### config.mk
export PLATFORM = sky130hd
export DESIGN_NAME = carry_arith16
export DESIGN_NICKNAME = d
export VERILOG_FILES = /design/src/rtl/carry_arith16_pkg.sv /design/src/rtl/carry_arith16_decode.sv /design/src/rtl/carry_arith16_opmux.sv /design/src/rtl/carry_arith16_core.sv /design/src/rtl/carry_arith16_outreg.sv /design/src/rtl/carry_arith16.sv
export SDC_FILE = /design/constraint.sdc
export NUM_CORES = 1
export LEC_CHECK = 0
export BUFFER_PORTS_ARGS = -buffer_cell sky130_fd_sc_hd__buf_2
export CORE_MARGIN = 5
export CORE_UTILIZATION = 45
export CTS_CLUSTER_DIAMETER = 150
export DETAILED_ROUTE_END_ITERATION = 10
export PLACE_DENSITY = 0.8
export SYNTH_ARGS = -nofsm -noshare
export SYNTH_HDL_FRONTEND = slang
export SYNTH_SLANG_ARGS = --single-unit
### constraint.sdc
create_clock -name clk -period 4.7 [get_ports clk]
set_clock_uncertainty 0.2 [all_clocks]
set_input_delay 0 -clock clk [delete_from_list [all_inputs] [get_ports clk]]
set_output_delay 0 -clock clk [all_outputs]
set_load 0.05 [all_outputs]
### src/rtl/carry_arith16_pkg.sv
package carry_arith16_pkg;

  typedef enum logic [1:0] {
    SRC_PAIR0 = 2'b00,
    SRC_PAIR1 = 2'b01,
    SRC_SELF  = 2'b10,
    SRC_STACK = 2'b11
  } src_sel_e;

  // flag byte, most significant field first
  typedef struct packed {
    logic sign;
    logic zero;
    logic copy_hi;
    logic half;
    logic copy_lo;
    logic ovf;
    logic neg;
    logic carry;
  } flag_byte_t;

  localparam int unsigned SEL_LSB  = 4;
  localparam int unsigned MODE_BIT = 3;

endpackage

### src/rtl/carry_arith16_decode.sv
module carry_arith16_decode
  import carry_arith16_pkg::*;
#(
  parameter int unsigned OPW = 8
) (
  input  logic [OPW-1:0] opcode,
  output src_sel_e       src_sel,
  output logic           is_sub
);
  always_comb begin
    src_sel = src_sel_e'(opcode[SEL_LSB +: 2]);
    is_sub  = ~opcode[MODE_BIT];
  end
endmodule

### src/rtl/carry_arith16_opmux.sv
module carry_arith16_opmux
  import carry_arith16_pkg::*;
#(
  parameter int unsigned DW = 16
) (
  input  src_sel_e        src_sel,
  input  logic [DW-1:0]   acc_in,
  input  logic [DW-1:0]   pair0_in,
  input  logic [DW-1:0]   pair1_in,
  input  logic [DW-1:0]   stack_in,
  output logic [DW-1:0]   operand
);
  always_comb begin
    unique case (src_sel)
      SRC_PAIR0: operand = pair0_in;
      SRC_PAIR1: operand = pair1_in;
      SRC_SELF:  operand = acc_in;   // pre-operation value on both inputs
      default:   operand = stack_in;
    endcase
  end
endmodule

### src/rtl/carry_arith16_core.sv
module carry_arith16_core
  import carry_arith16_pkg::*;
#(
  parameter int unsigned DW = 16
) (
  input  logic [DW-1:0] a,
  input  logic [DW-1:0] b,
  input  logic          cin,
  input  logic          is_sub,
  output logic [DW-1:0] result,
  output flag_byte_t    flags,
  output logic [DW-1:0] ptr,
  output logic          chain_carry,
  output logic          chain_half
);
  localparam int unsigned LW = DW - 4;   // low segment ends at bit 11
  localparam int unsigned XB = DW - 5;   // result bit copied to flag bit 3
  localparam int unsigned YB = DW - 3;   // result bit copied to flag bit 5

  function automatic logic [DW:0] f_wide_sum(input logic [DW-1:0] x,
                                             input logic [DW-1:0] y,
                                             input logic          c);
    return {1'b0, x} + {1'b0, y} + {{DW{1'b0}}, c};
  endfunction

  function automatic logic [LW:0] f_low_sum(input logic [LW-1:0] x,
                                            input logic [LW-1:0] y,
                                            input logic          c);
    return {1'b0, x} + {1'b0, y} + {{LW{1'b0}}, c};
  endfunction

  function automatic logic f_overflow(input logic sa, input logic sb,
                                      input logic sr);
    return (sa == sb) && (sr != sa);
  endfunction

  logic [DW-1:0] b_eff;
  logic          c_eff;
  logic [DW:0]   wide;
  logic [LW:0]   low;

  always_comb begin
    // subtract as a + ~b + ~c; carry outs invert into borrows
    b_eff       = is_sub ? ~b : b;
    c_eff       = is_sub ? ~cin : cin;
    wide        = f_wide_sum(a, b_eff, c_eff);
    low         = f_low_sum(a[LW-1:0], b_eff[LW-1:0], c_eff);
    result      = wide[DW-1:0];
    chain_carry = wide[DW] ^ is_sub;
    chain_half  = low[LW] ^ is_sub;

    flags.sign    = result[DW-1];
    flags.zero    = (result == '0);
    flags.copy_hi = result[YB];
    flags.half    = chain_half;
    flags.copy_lo = result[XB];
    flags.ovf     = f_overflow(a[DW-1], b_eff[DW-1], result[DW-1]);
    flags.neg     = is_sub;
    flags.carry   = chain_carry;

    ptr = a + {{(DW-1){1'b0}}, 1'b1};
  end
endmodule

### src/rtl/carry_arith16_outreg.sv
module carry_arith16_outreg
  import carry_arith16_pkg::*;
#(
  parameter int unsigned DW  = 16,
  parameter int unsigned CW  = 5,
  parameter int unsigned CYC = 15
) (
  input  logic          clk,
  input  logic          rst_n,
  input  logic          load,
  input  logic [DW-1:0] result,
  input  flag_byte_t    flags,
  input  logic [DW-1:0] ptr,
  output logic          valid_q,
  output logic [DW-1:0] result_q,
  output flag_byte_t    flags_q,
  output logic [DW-1:0] ptr_q,
  output logic [CW-1:0] cyc_q
);
  always_ff @(posedge clk) begin
    if (!rst_n) begin
      valid_q  <= 1'b0;
      result_q <= '0;
      flags_q  <= '0;
      ptr_q    <= '0;
      cyc_q    <= '0;
    end else begin
      valid_q <= load;
      if (load) begin
        result_q <= result;
        flags_q  <= flags;
        ptr_q    <= ptr;
        cyc_q    <= CW'(CYC);
      end
    end
  end
endmodule

### src/rtl/carry_arith16.sv
module carry_arith16
  import carry_arith16_pkg::*;
#(
  parameter int unsigned DW  = 16,
  parameter int unsigned OPW = 8,
  parameter int unsigned CW  = 5,
  parameter int unsigned CYC = 15
) (
  input  logic           clk,
  input  logic           rst_n,
  input  logic           strobe,
  input  logic [OPW-1:0] opcode,
  input  logic [DW-1:0]  acc_in,
  input  logic [DW-1:0]  pair0_in,
  input  logic [DW-1:0]  pair1_in,
  input  logic [DW-1:0]  stack_in,
  input  logic           carry_in,
  output logic           res_valid,
  output logic [DW-1:0]  acc_out,
  output logic [7:0]     flags_out,
  output logic [DW-1:0]  ptr_out,
  output logic [CW-1:0]  tstates_out
);
  src_sel_e      src_sel;
  logic          is_sub;
  logic [DW-1:0] operand;
  logic [DW-1:0] sum_w;
  flag_byte_t    flags_w;
  logic [DW-1:0] ptr_w;
  logic          chain_carry;
  logic          chain_half;
  flag_byte_t    flags_q;

  carry_arith16_decode #(.OPW(OPW)) u_decode (
    .opcode (opcode),
    .src_sel(src_sel),
    .is_sub (is_sub)
  );

  carry_arith16_opmux #(.DW(DW)) u_opmux (
    .src_sel (src_sel),
    .acc_in  (acc_in),
    .pair0_in(pair0_in),
    .pair1_in(pair1_in),
    .stack_in(stack_in),
    .operand (operand)
  );

  carry_arith16_core #(.DW(DW)) u_core (
    .a          (acc_in),
    .b          (operand),
    .cin        (carry_in),
    .is_sub     (is_sub),
    .result     (sum_w),
    .flags      (flags_w),
    .ptr        (ptr_w),
    .chain_carry(chain_carry),
    .chain_half (chain_half)
  );

  carry_arith16_outreg #(.DW(DW), .CW(CW), .CYC(CYC)) u_outreg (
    .clk     (clk),
    .rst_n   (rst_n),
    .load    (strobe),
    .result  (sum_w),
    .flags   (flags_w),
    .ptr     (ptr_w),
    .valid_q (res_valid),
    .result_q(acc_out),
    .flags_q (flags_q),
    .ptr_q   (ptr_out),
    .cyc_q   (tstates_out)
  );

  assign flags_out = flags_q;
endmodule

==> flow_metrics.tcl <==
set metrics [dict create \
    yosysSeqAreaShare 0.255 \
    drt_iter0_drc 86 \
    worst_ir_drop_vdd_uv 148 \
    core-area_sq_um 6720 \
    drive_above_1_share 0.324 \
    reg2reg_from "u_outreg.ptr_q[10]" \
    worst_path_largest_cell_delay_ns 0.53 \
    synth_cells 338 \
    r2r_cells 3 \
    netlist-cell-type-count 58 \
    dp.cells 511 \
    r2r_slack_ns 3.19 \
    die_w_um 92.4 \
    critical_path_class "primary input to register" \
    synth_seq_cells 39 \
    synth-async-reset-ratio 0 \
    cts-root-buf "clkbuf_8" \
    cts_tree "done" \
    gr-usage-all-layers 0.196 \
    failed_checks "hold timing" \
    vias 3019 \
    p_leak_nw 1.71 \
    grt_overflow_total 0 \
    place_congestion 0.846 \
    finalNetCount 553 \
    finalSetupTns_ns 0 \
    ant_nets 0 \
    min_to "u_outreg.ptr_q[1]" \
    setup_viol 0 \
    hold_violations 1 \
    final_area_sq_um 3920 \
    start_util 0.455 \
    startpoint_type "primary input" \
    hold_class "primary input to register" \
    netlist_area_sq_um 3060 \
    cts_max_level 2 \
    io_pins 122 \
    yosysWarnings 0 \
    viasPerCell 5.59 \
    required_ns 4.72 \
    dieHeight_um 92.4 \
    cts.sinks 39 \
    crit_slowest_cell "dlygate4sd3_1" \
    clk_path_buf_depth 2 \
    status "finished with violations" \
    fin_hold_ws_ns -0.0112 \
    worst_setup_path_end_kind "register" \
    grt_pass1_wl_um 13800 \
    design.die.area_sq_um 8540 \
    dpl_cell_area_sq_um 3630 \
    drc 0 \
    worst_slew_pin_slew_ns 0.655 \
    period_share 0.750 \
    grt_max_degree 60 \
    row_count 30 \
    area_growth_pct 28.2 \
    worstHoldStart "acc_in[1]" \
    drtPass1Iterations 4 \
    syn_area_per_cell_sq_um 9.05 \
    synthFlopType "dfxtp_1" \
    cp.arrival_ns 3.54 \
    cap_violations 0 \
    clk_pin_slew_ns 0.07 \
    whs_path_depth 4 \
    postCtsSetupRepairBufs 0 \
    cp_max_fo 5 \
    synth-edff-count 0 \
    crit_top_cell "fa_1" \
    power_mw 1.26 \
    slew_headroom 0.563 \
    syn_nets 432 \
    power_density_nw_per_um2 321 \
    max_freq_mhz 284 \
    period_needed_ns 3.52 \
    maxSlewViolCount 0 \
    insertion_delay_ns 0.28 \
    diodes 0 \
    rr_endpoint "u_outreg.ptr_q[10]" \
    numPortBuffers 115 \
    grt_pass1_vias 2997 \
    crit_chain "dlygate4sd3_1 > buf_2 > mux4_2 > xor2_1 > fa_1 > inv_1 > fa_1 > a211oi_1 > nor3_1 > o211ai_1 > a21oi_1 > xnor2_1 > nand4_1 > o21ai_1" \
    cts_made_buffers 5 \
    dp_hpwl_um 6480 \
    stdcell_count 540 \
    antenna_found_initial 0 \
    wl_per_cell_um 15.6 \
    drt_wl_total_um 8410 \
    rsz0062_at_grt "no" \
]
==> worst max path at each step <==
stage                         start                   to
final                     acc_in[0]  u_outreg.flags_q[6]
after global routing      acc_in[0]  u_outreg.flags_q[6]
after CTS                 acc_in[0]  u_outreg.flags_q[6]
after detailed placement  opcode[4]  u_outreg.flags_q[6]
after global placement    opcode[4]  u_outreg.flags_q[6]
after floorplan           opcode[4]  u_outreg.flags_q[6]
==> report_power, final <==
| group | switching (mW) | internal, mW |
|---|---|---|
| combinational | 0.411 | 0.246 |
| clock | 0.112 | 0.104 |
| sequential | 0.0179 | 0.367 |
| total | 0.541 | 0.718 |
==> what timing repair did <==
item,4_1_cts,5_1_grt
resized for setup,0,0
endpoints found under the hold margin,16,0
hold buffers,21,0
==> sequential cells by signal, indices dropped and copies added (netlist names) <==
signal	cells
u_outreg.result_q	15
u_outreg.valid_q	1
u_outreg.cyc_q	1
u_outreg.flags_q	6
u_outreg.ptr_q	16
==> per-stage QoR <==
stage / worst slack (ns) / utilization
floorplan: 1.26 / -
global placement: 1.11 / 0.540
detailed placement: 1.02 / 0.540
CTS: 1.19 / 0.583
global route: 0.884 / 0.583
finish: 1.18 / 0.583
==> cell type report <==
class	instances	area, sq um
inverters	5	18.8
flip-flops and latches	39	781
clock buffers	7	76.3
multi-input cells	271	2140
clock inverters	1	5.00
well taps	80	100
repair buffers	137	793
fillers	594	2800
==> routing by layer <==
| metal | vias up | wire, um | share of wire | GRT usage |
|---|---|---|---|---|
| met1 | 1393 | 3620 | 0.43 | 0.240 |
| li1 | 1497 | - | - | - |
| met3 | 22 | 510 | 0.061 | 0.0366 |
| met5 | - | 0 | 0 | 0 |
| met2 | 107 | 4060 | 0.48 | 0.340 |
| met4 | 0 | 219 | 0.026 | 0.0718 |
==> cells in the mapped netlist (all sizes together) (7+ instances only) <==
cell type,instances,area [sq um]
ha,16,200
nor3,7,35.0
dfxtp,39,781
buf,12,72.6
xor2,14,123
clkbuf,11,41.3
xnor2,24,210
mux2i,7,70.1
mux4,16,364
nand3,10,50.1
a21oi,13,65.1
nand2,19,73.8
nor2,42,158
a211oi,24,185
o21ai,12,60.1
==> kinds of logic (layout without fill, tap and decap cells) <==
family,Yosys count,after routing,synth area share
xor gates and xnor gates,38,38,0.109
other,1,1,0.00123
and+or+nand+nor,108,108,0.174
AOI/OAI and AO/OA,83,83,0.197
buffers and inverters,28,150,0.0434
DFF,39,39,0.255
adders and majority gates,18,18,0.0786
muxes,23,23,0.142
==> layout by cell type, fill, tap and decap left out, drive strengths merged, types with 6 or more instances in the layout <==
cell and instances:
buf 116, nor2 42, dfxtp 39, xnor2 24, a211oi 24, dlygate4sd3 21, nand2 19, ha 16
mux4 16, xor2 14, a21oi 13, o21ai 12, nand3 10, mux2i 7, nor3 7, clkbuf 7
o21a 6
==> critical path, delay by kind of cell <==
family	cells	cell delay, ns
buffers and inverters	3	0.77
adder cells (fa/ha/maj)	2	0.68
AO/OA/AOI/OAI	4	0.66
AND/OR/NAND/NOR	2	0.56
multiplexers	1	0.48
XOR/XNOR	2	0.38
No activity file was read; power rests on OpenSTA's default activity.
